File: src/rtl/fm_pkg.sv
package fm_pkg;
  typedef enum logic [1:0] {
    FM_IDLE,
    FM_WAIT,
    FM_CALC,
    FM_DIV
  } fm_state_e;

  localparam int KHZ_PER_MHZ = 1000;
endpackage

File: src/rtl/fm_tick_counter.sv
module fm_tick_counter #(
  parameter int W = 32
) (
  input  logic         clk,
  input  logic         rst,
  input  logic         en,
  output logic [W-1:0] count
);
  always_ff @(posedge clk) begin
    if (rst)     count <= '0;
    else if (en) count <= count + W'(1);
  end

  a_r2_step: assert property (@(posedge clk) disable iff (rst)
    en |=> count == $past(count) + W'(1));
  a_r3_hold: assert property (@(posedge clk) disable iff (rst)
    !en |=> $stable(count));
endmodule

File: src/rtl/fm_divider.sv
module fm_divider #(
  parameter int NW = 41,
  parameter int DW = 32
) (
  input  logic          clk,
  input  logic          rst,
  input  logic          go,
  input  logic [NW-1:0] num,
  input  logic [DW-1:0] den,
  output logic          valid,
  output logic [NW-1:0] quot
);
  localparam int CW = $clog2(NW + 1);
  localparam int XW = NW + DW;

  logic [DW-1:0] rem, den_q;
  logic [NW-1:0] quo, num_q;
  logic [CW-1:0] left;
  logic          busy;
  logic [DW:0]   trial, next_rem;
  logic          fits;

  always_comb begin
    trial    = {rem, quo[NW-1]};
    fits     = trial >= {1'b0, den_q};
    next_rem = fits ? trial - {1'b0, den_q} : trial;
  end

  always_ff @(posedge clk) begin
    if (rst) begin
      rem <= '0; quo <= '0; den_q <= '0; num_q <= '0;
      left <= '0; busy <= 1'b0; valid <= 1'b0;
    end else begin
      valid <= 1'b0;
      if (go) begin
        rem   <= '0;
        quo   <= num;
        num_q <= num;
        den_q <= den;
        left  <= CW'(NW);
        busy  <= 1'b1;
      end else if (busy) begin
        rem  <= next_rem[DW-1:0];
        quo  <= {quo[NW-2:0], fits};
        left <= left - CW'(1);
        if (left == CW'(1)) begin
          busy  <= 1'b0;
          valid <= 1'b1;
        end
      end
    end
  end

  assign quot = quo;

  logic [XW-1:0] chk_prod, chk_num, chk_den;
  always_comb begin
    chk_prod = XW'(quo) * XW'(den_q);
    chk_num  = XW'(num_q);
    chk_den  = XW'(den_q);
  end

  // quotient is the floor: q*d <= n < (q+1)*d
  a_r8_floor: assert property (@(posedge clk) disable iff (rst)
    valid |-> (chk_prod <= chk_num) && (chk_num - chk_prod < chk_den));
endmodule

File: src/rtl/fm_ctrl.sv
module fm_ctrl
  import fm_pkg::*;
#(
  parameter int CNT_W   = 32,
  parameter int WIN_W   = 32,
  parameter int REF_MHZ = 408,
  parameter int PROD_W  = 41,
  parameter int KHZ_W   = 51
) (
  input  logic               clk,
  input  logic               rst,
  input  logic               start,
  input  logic               ref_tick,
  input  logic [WIN_W-1:0]   window_ticks,
  input  logic [2*CNT_W-1:0] snapshot,
  output logic               div_go,
  output logic [PROD_W-1:0]  div_num,
  output logic [CNT_W-1:0]   div_den,
  input  logic               div_valid,
  input  logic [PROD_W-1:0]  div_quot,
  output logic               done,
  output logic [KHZ_W-1:0]   freq_khz
);
  fm_state_e          state;
  logic [2*CNT_W-1:0] snap0, snap1;
  logic [WIN_W-1:0]   win_len, win_cnt;
  logic [CNT_W-1:0]   d_ref, d_core;

  always_comb begin
    d_ref   = snap1[CNT_W-1:0] - snap0[CNT_W-1:0];
    d_core  = snap1[2*CNT_W-1:CNT_W] - snap0[2*CNT_W-1:CNT_W];
    div_num = PROD_W'(d_core) * PROD_W'(REF_MHZ);
    div_den = d_ref;
  end

  always_ff @(posedge clk) begin
    if (rst) begin
      state <= FM_IDLE; snap0 <= '0; snap1 <= '0;
      win_len <= '0; win_cnt <= '0;
      div_go <= 1'b0; done <= 1'b0; freq_khz <= '0;
    end else begin
      div_go <= 1'b0;
      done   <= 1'b0;
      case (state)
        FM_IDLE: if (start) begin
          snap0   <= snapshot;
          win_len <= window_ticks;
          win_cnt <= WIN_W'(ref_tick);
          state   <= FM_WAIT;
        end
        FM_WAIT: if (win_cnt >= win_len) begin
          snap1 <= snapshot;
          state <= FM_CALC;
        end else begin
          win_cnt <= win_cnt + WIN_W'(ref_tick);
        end
        FM_CALC: if (d_core == '0 || d_ref == '0) begin
          freq_khz <= '0;
          done     <= 1'b1;
          state    <= FM_IDLE;
        end else begin
          div_go <= 1'b1;
          state  <= FM_DIV;
        end
        default: if (div_valid) begin
          freq_khz <= KHZ_W'(div_quot) * KHZ_W'(KHZ_PER_MHZ);
          done     <= 1'b1;
          state    <= FM_IDLE;
        end
      endcase
    end
  end

  a_r9_single_pulse: assert property (@(posedge clk) disable iff (rst)
    done |=> !done);
  a_r9_result_hold: assert property (@(posedge clk) disable iff (rst)
    !done |-> $stable(freq_khz));
  a_r10_busy_start: assert property (@(posedge clk) disable iff (rst)
    (state != FM_IDLE && start) |=> $stable(snap0) && $stable(win_len));
  a_r6_zero_result: assert property (@(posedge clk) disable iff (rst)
    (done && (d_core == '0 || d_ref == '0)) |-> freq_khz == '0);
endmodule

File: src/rtl/freq_meter.sv
module freq_meter #(
  parameter int CNT_W   = 32,
  parameter int WIN_W   = 32,
  parameter int REF_MHZ = 408,
  localparam int PROD_W = CNT_W + $clog2(REF_MHZ + 1),
  localparam int KHZ_W  = PROD_W + 10
) (
  input  logic               clk,
  input  logic               rst,
  input  logic               ref_tick,
  input  logic               core_tick,
  input  logic               start,
  input  logic [WIN_W-1:0]   window_ticks,
  output logic [2*CNT_W-1:0] snapshot,
  output logic               done,
  output logic [KHZ_W-1:0]   freq_khz
);
  logic [1:0]       tick_en;
  logic [CNT_W-1:0] cnt [2];
  logic             div_go, div_valid;
  logic [PROD_W-1:0] div_num, div_quot;
  logic [CNT_W-1:0] div_den;

  assign tick_en = {core_tick, ref_tick};

  for (genvar g = 0; g < 2; g++) begin : g_cnt
    fm_tick_counter #(.W(CNT_W)) u_cnt (
      .clk(clk), .rst(rst), .en(tick_en[g]), .count(cnt[g])
    );
  end

  assign snapshot = {cnt[1], cnt[0]};

  fm_ctrl #(
    .CNT_W(CNT_W), .WIN_W(WIN_W), .REF_MHZ(REF_MHZ),
    .PROD_W(PROD_W), .KHZ_W(KHZ_W)
  ) u_ctrl (
    .clk(clk), .rst(rst), .start(start), .ref_tick(ref_tick),
    .window_ticks(window_ticks), .snapshot(snapshot),
    .div_go(div_go), .div_num(div_num), .div_den(div_den),
    .div_valid(div_valid), .div_quot(div_quot),
    .done(done), .freq_khz(freq_khz)
  );

  fm_divider #(.NW(PROD_W), .DW(CNT_W)) u_div (
    .clk(clk), .rst(rst), .go(div_go), .num(div_num), .den(div_den),
    .valid(div_valid), .quot(div_quot)
  );
endmodule

File: config.mk
export PLATFORM = sky130hd
export DESIGN_NAME = freq_meter
export DESIGN_NICKNAME = d
export VERILOG_FILES = /design/src/rtl/fm_pkg.sv /design/src/rtl/fm_tick_counter.sv /design/src/rtl/fm_divider.sv /design/src/rtl/fm_ctrl.sv /design/src/rtl/freq_meter.sv
export SDC_FILE = /design/constraint.sdc
export NUM_CORES = 2
export LEC_CHECK = 0
export BUFFER_PORTS_ARGS = -buffer_cell sky130_fd_sc_hd__buf_2
export CAP_MARGIN = 20
export CORE_MARGIN = 2
export CORE_UTILIZATION = 68
export DETAILED_ROUTE_END_ITERATION = 8
export PLACE_DENSITY = 0.87
export SETUP_SLACK_MARGIN = 0.05
export SYNTH_ARGS = -nofsm -noshare
export SYNTH_HDL_FRONTEND = slang
export SYNTH_SLANG_ARGS = --single-unit
File: constraint.sdc
create_clock -name clk -period 12.3 [get_ports clk]
set_input_delay 2.46 -clock clk [delete_from_list [all_inputs] [get_ports clk]]
set_output_delay 2.46 -clock clk [all_outputs]
set_load 0.05 [all_outputs]
Word level (Yosys, flattened, before mapping):

Cells that the tools add are included.

* $add $sub $neg: 7
* $mul: 2
* $lt $le $gt $ge: 2
* equality and inequality tests: 7
* mux-type cells: 24
* bitwise logic cells: 3
* reductions and logical operators: 17

Operators with widths (count)
* 51-bit two-way mux: 2
* 51-bit one-hot mux with 2 select lines: 1
* 32-bit two-way mux: 3
* 32-bit subtractor: 3
* 41-bit two-way mux: 2
* 32-bit by 1-bit adder with 32-bit output, second input constant: 2
* 32-bit zero test: 2
* 32-bit one-hot mux with 2 select lines: 1
* 41-bit by 7-bit multiplier with 48-bit output, second input constant: 1
* 32-bit by 6-bit multiplier with 38-bit output, second input constant: 1
* 33-bit by 32-bit >= comparator with 1-bit output: 1
* 32-bit by 1-bit adder with 32-bit output: 1
* 32-bit >= comparator: 1
* 6-bit two-way mux: 2
* 3-bit AND reduction: 3
* 2-bit two-way mux: 4
* 1-bit two-way mux: 7
* 6-bit by 1-bit == test with 1-bit output, second input constant: 1
* 2-bit one-hot mux with 3 select lines: 1
* 2-bit nonzero test: 3
* 2-bit OR reduction: 3
* 6-bit by 1-bit subtractor with 6-bit output, second input constant: 1
* 2-bit by 1-bit inequality test with 1-bit output, second input constant: 2
* 2-bit inequality test, second input constant: 2
* other kinds (9): 12

* register bits: 424
* input port bits: 37
* output and inout port bits: 116
* word-level logic and storage cells: 80

Logic depth before layout (Yosys ltp):

* word-level depth: 5
* depth in mapped cells: 31
* gate-level depth less buffers: 31

Cells and area by module:

From an unflattened synthesis, not the netlist that was laid out.

* cell total of the unflattened synthesis: 4114
* area, all modules: 34370.5 sq um

Modules (own cells, without submodules)
* fm_ctrl: times used 1, cells each 2910, area an instance 24423.4 sq um, seq. area each 4884.7 sq um
* fm_divider: times used 1, cells each 841, area an instance 6811.5 sq um, seq. area each 2262.2 sq um
* fm_tick_counter at g_cnt[1].u_cnt: times used 1, cells each 182, area an instance 1571.5 sq um, seq. area each 640.6 sq um
* fm_tick_counter at g_cnt[0].u_cnt: times used 1, cells each 181, area an instance 1564.0 sq um, seq. area each 640.6 sq um

Worst setup path before layout:

OpenSTA, ideal clock, no wires.

* path type: reg-to-reg
* from: register u_ctrl.snap0[34]
* to: register u_div.quo[28], in the netlist u_div.quot[28]
* library setup time: 134 ps
* arrival time: 5767 ps
* data required time: 12166 ps
* path slack: 6399 ps
* cell stages (with the launch flop): 27
* path buffers: 0
* period minus slack after synthesis: 5901 ps
* path through: dfxtp_1 > inv_1 > ha_1 > nor2b_1 > o21a_1 > or2_2 > a21o_1 > a21o_1 > a21oi_1 > o21bai_1 > xor2_1 > ha_1 > inv_1 > fa_1 > fa_1 > inv_1 > ha_1 > a21o_1 > a21oi_1 > nor2b_1 > or4_1 > o221ai_1 > o21ai_1 > a31oi_1 > o21bai_1 > and3_1 > or4_1

* longest elaborated chain between the ends: 3

RTL lines
* from (decl): RTL line fm_ctrl.sv:25 `logic [2*CNT_W-1:0] snap0, snap1;`
* from (signal assigned): RTL line fm_ctrl.sv:46 `snap0 <= snapshot;`
* 32-bit subtractor: RTL line fm_ctrl.sv:31 `d_core = snap1[2*CNT_W-1:CNT_W] - snap0[2*CNT_W-1:CNT_W];`
* 32-bit by 6-bit multiplier with 38-bit output: RTL line fm_ctrl.sv:32 `div_num = PROD_W'(d_core) * PROD_W'(REF_MHZ);`
* 41-bit two-way mux: RTL line fm_divider.sv:35 `if (go) begin`
* to (signal assigned): RTL line fm_divider.sv:37 `quo <= num;`
* to (signal assigned): RTL line fm_divider.sv:44 `quo <= {quo[NW-2:0], fits};`
* to (decl): RTL line fm_divider.sv:17 `logic [NW-1:0] quo, num_q;`

No other way between the ends.
A chain may end at the register's enable or synchronous reset.

Final worst setup path:

* from: register u_ctrl.snap0[33]
* to: register u_div.quo[39], in the netlist u_div.quot[39]

The elaborated chain is that of the path after synthesis.

==> results.toml <==
[clock_tree]
cts_resized = 0
clk_transition_reported_paths_ns = 0.06
tritoncts = "built"
cts.hold.buffers_added = 0
post_cts_buffers = 0
clockRootBuffer = "sky130_fd_sc_hd__clkbuf_16"
cts.path.max_buffers = 3
tritoncts_num_sinks = 421
cts.htree.levels = 2
cts_made_buffers = 46
clock_latency_reported_for_the_late_side_of_the_worst_skew_pair_ns = 0.62

[floorplan]
core-area_um2 = 47500
std_cell_rows = 80
ios = 153
floorplan.initialDensity_pct = 68.8
dieHeight_um = 223
die-area_um2 = 49800
die_width_um = 223

[setup_path]
critical_path.max_stage_delay_ns = 0.52
critPathMostFrequentCell = "sky130_fd_sc_hd__a21oi_1"
worst-path-max-fanout = 5
crit_arrival_ns = 7.17
worstPathRequired_ns = 12.78
crit_slowest_cell = "sky130_fd_sc_hd__fa_1"
criticalPathCategory = "reg2reg"
crit_path_start_kind = "flop"
cp-end-kind = "flop"

[yosys]
number_of_standard_cells_after_synthesis = 3778
ys_ff_latch = 421
register_area_share_after_synthesis_pct = 25.8
synth_top_cell_area_share_pct = 25.8
synth.distinct_cells = 85
combinational_family_with_the_most_area_after_synthesis = "adder cells"
synth_area_um2 = 32700
synth_compound_area_share_pct = 18.2
synth_area_leader_cell = "sky130_fd_sc_hd__dfxtp_1"
synth_top_cells_by_area = "sky130_fd_sc_hd__dfxtp_1, sky130_fd_sc_hd__ha_1, sky130_fd_sc_hd__fa_1"
post_synth_xor_area_fraction_pct = 6.32
yosys.area_share.simple_pct = 14.5
synth_fa_ha_area_share_pct = 25.1
synthFlopType = "sky130_fd_sc_hd__dfxtp_1"
synth_edf_count = 0
post_synth_mux_area_share_pct = 3.64
synth-warning-count = 0
synth.avg_cell_area_um2 = 8.65
ys_async_sr_fraction_pct = 0

[cells_and_area]
area.growth.synth_to_final_pct = 8.45
layout.nets = 4428
layout.core_utilization_pct = 74.6
postLayoutCellArea_um2 = 35500
final_layout_size_suffix_gt1_share_pct = 8.46
antenna_cells = 0
post_layout_nonfiller_instances = 4503

[placement]
place_inst = 4418
dp_worst_setup_slack_ns = 5.68
io_buffers = 149
placement.cell_area_um2 = 33700
gp_routability_congestion = 0.959
hpwlAfterDp_mm = 56.1

[timing]
report.final.setup_viol = 0
final-max-slew-violation-count = 0
highest_clock_rate_mhz = 150
setup_tns_ns = 0
worst_hold_slack_ns = 0.450
final.setup.worst_slack_ns = 5.62
fin_skew_ns = 0.0511
post-route-period-util_pct = 54.3
hold_viol_final = 0
worst_slew_pin_slew_ns = 1.09
unrepaired_setup_endpoints_after_global_routing = "false"
layout_min_cycle_time_ns = 6.68
timing.max_slew.rel_slack_pct = 27.1

[grt]
pin_count_of_the_biggest_net_entering_global_routing = 107
grt-ovfl-total = 0
groute.usage.overall_pct = 30.2
number_of_global_route_vias_before_repair = 26000
grt_pass1_wl_mm = 126
grt_antenna_before_repair = 0

[drt]
wl_per_cell_um = 17.0
drc = 0
drtPass1Iterations = 7
detailroute.via_count = 26900
routed_via_density = 5.97
first_iter_violations = 1910
postRouteWirelength_mm = 76.4
antenna_left = 0

[flow_run]
cap_viol_max_count = 0

[min_path]
hp-class = "reg2reg"

[outcome]
outcome = "completed"

[power]
design_power_total_mw = 3.52
p_leak_nw = 16.3
vdd.ir_drop.worst_mv = 0.117
power_density_over_the_cells_nw_per_um2 = 99.3
-- final timing paths --
| check | from | endpoint | slack (ns) | cells after the start |
|---|---|---|---|---|
| hold reg to reg | u_ctrl.freq_khz[16]$_SDFFE_PP0P_ | u_ctrl.freq_khz[16]$_SDFFE_PP0P_ | 0.45 | 2 |
| setup / recovery | u_ctrl.snap0[33]$_SDFFE_PP0P_ | u_div.quot[39]$_SDFFE_PP0P_ | 5.62 | 28 |
| hold / removal | u_ctrl.freq_khz[16]$_SDFFE_PP0P_ | u_ctrl.freq_khz[16]$_SDFFE_PP0P_ | 0.45 | 2 |
| setup reg to reg | u_ctrl.snap0[33]$_SDFFE_PP0P_ | u_div.quot[39]$_SDFFE_PP0P_ | 5.62 | 28 |
-- Yosys cell counts (all sizes together), types with 5 or more instances --
master	number
a21bo	7
dfxtp	421
o211ai	19
and3	38
fa	199
nor2	292
buf	24
o22ai	39
ha	337
nor2b	40
a2111oi	17
o21a	32
and4	15
nand2	356
clkbuf	114
or3	21
nand4	39
xnor2	126
o31ai	11
a31oi	20
a211o	7
nor3b	7
a211oi	79
inv	402
a21o	104
nor3	35
o32ai	5
o21ai	157
o311ai	6
o211a	6
a21oi	331
and2	11
o21bai	18
nor4	10
nand2b	42
nand3	72
xor2	110
or2	11
mux2i	119
a31o	11
o31a	7
nand3b	13
-- worst max-delay path, delay by kind of cell, from the launching register on --
kind,cells,cell delay (ns)
AOI/OAI and AO/OA,15,3.16
adders and majority gates,5,1.97
and+or+nand+nor,3,0.56
DFF,1,0.38
buffers and inverters,3,0.18
xor gates and xnor gates,1,0.16
muxes,1,0.13
-- per-layer routing --
metal	up-vias	track usage [%]	wire (um)
met5	-	0	0
met4	0	9.89	2130
met3	171	4.64	4350
met2	825	50.6	36100
met1	12800	40.2	33800
li1	13100	-	-
-- placed cells by master (no fill, tap or decap), drive strengths merged, types with 119 or more instances in the layout --
master,instances
dfxtp,421
buf,165
nor2,292
o21ai,157
inv,403
ha,337
mux2i,119
a21oi,331
nand2,356
xnor2,126
fa,199
-- where the power goes --
| group | total (mW) | switching [mW] | internal, mW |
|---|---|---|---|
| sequential | 1.39 | 0.0133 | 1.37 |
| combinational | 0.643 | 0.390 | 0.253 |
| clock | 1.49 | 0.603 | 0.886 |
-- layout make-up --
type                            instances  area, um2
Multi-Input combinational cell       2819      22200
Fill cell                            3317      12100
Sequential cell                       421       8440
Inverter                              402       1510
Clock buffer                           58       1310
Timing Repair Buffer                  165        903
Tap cell                              615        769
Clock inverter                         23        347
-- kinds of logic (layout without fill, tap and decap cells) --
kind of cell    Yosys count  in the layout
flops                   421            421
compound gates          908            908
fa+ha+maj               536            536
other cells               1              3
xor+xnor                236            236
mux                     119            119
buf+inv                 540            648
simple gates           1017           1017
-- state kept, by name, summed over array words and instances (netlist names), 32 cells and up --
register	count
u_ctrl.snap1	64
u_ctrl.win_cnt	32
u_div.quot	41
u_div.den_q	32
u_div.rem	32
u_ctrl.freq_khz	48
u_ctrl.win_len	32
u_ctrl.snap0	64
g_cnt.u_cnt.count	64
Note: power is estimated with default switching activity, not from simulation.
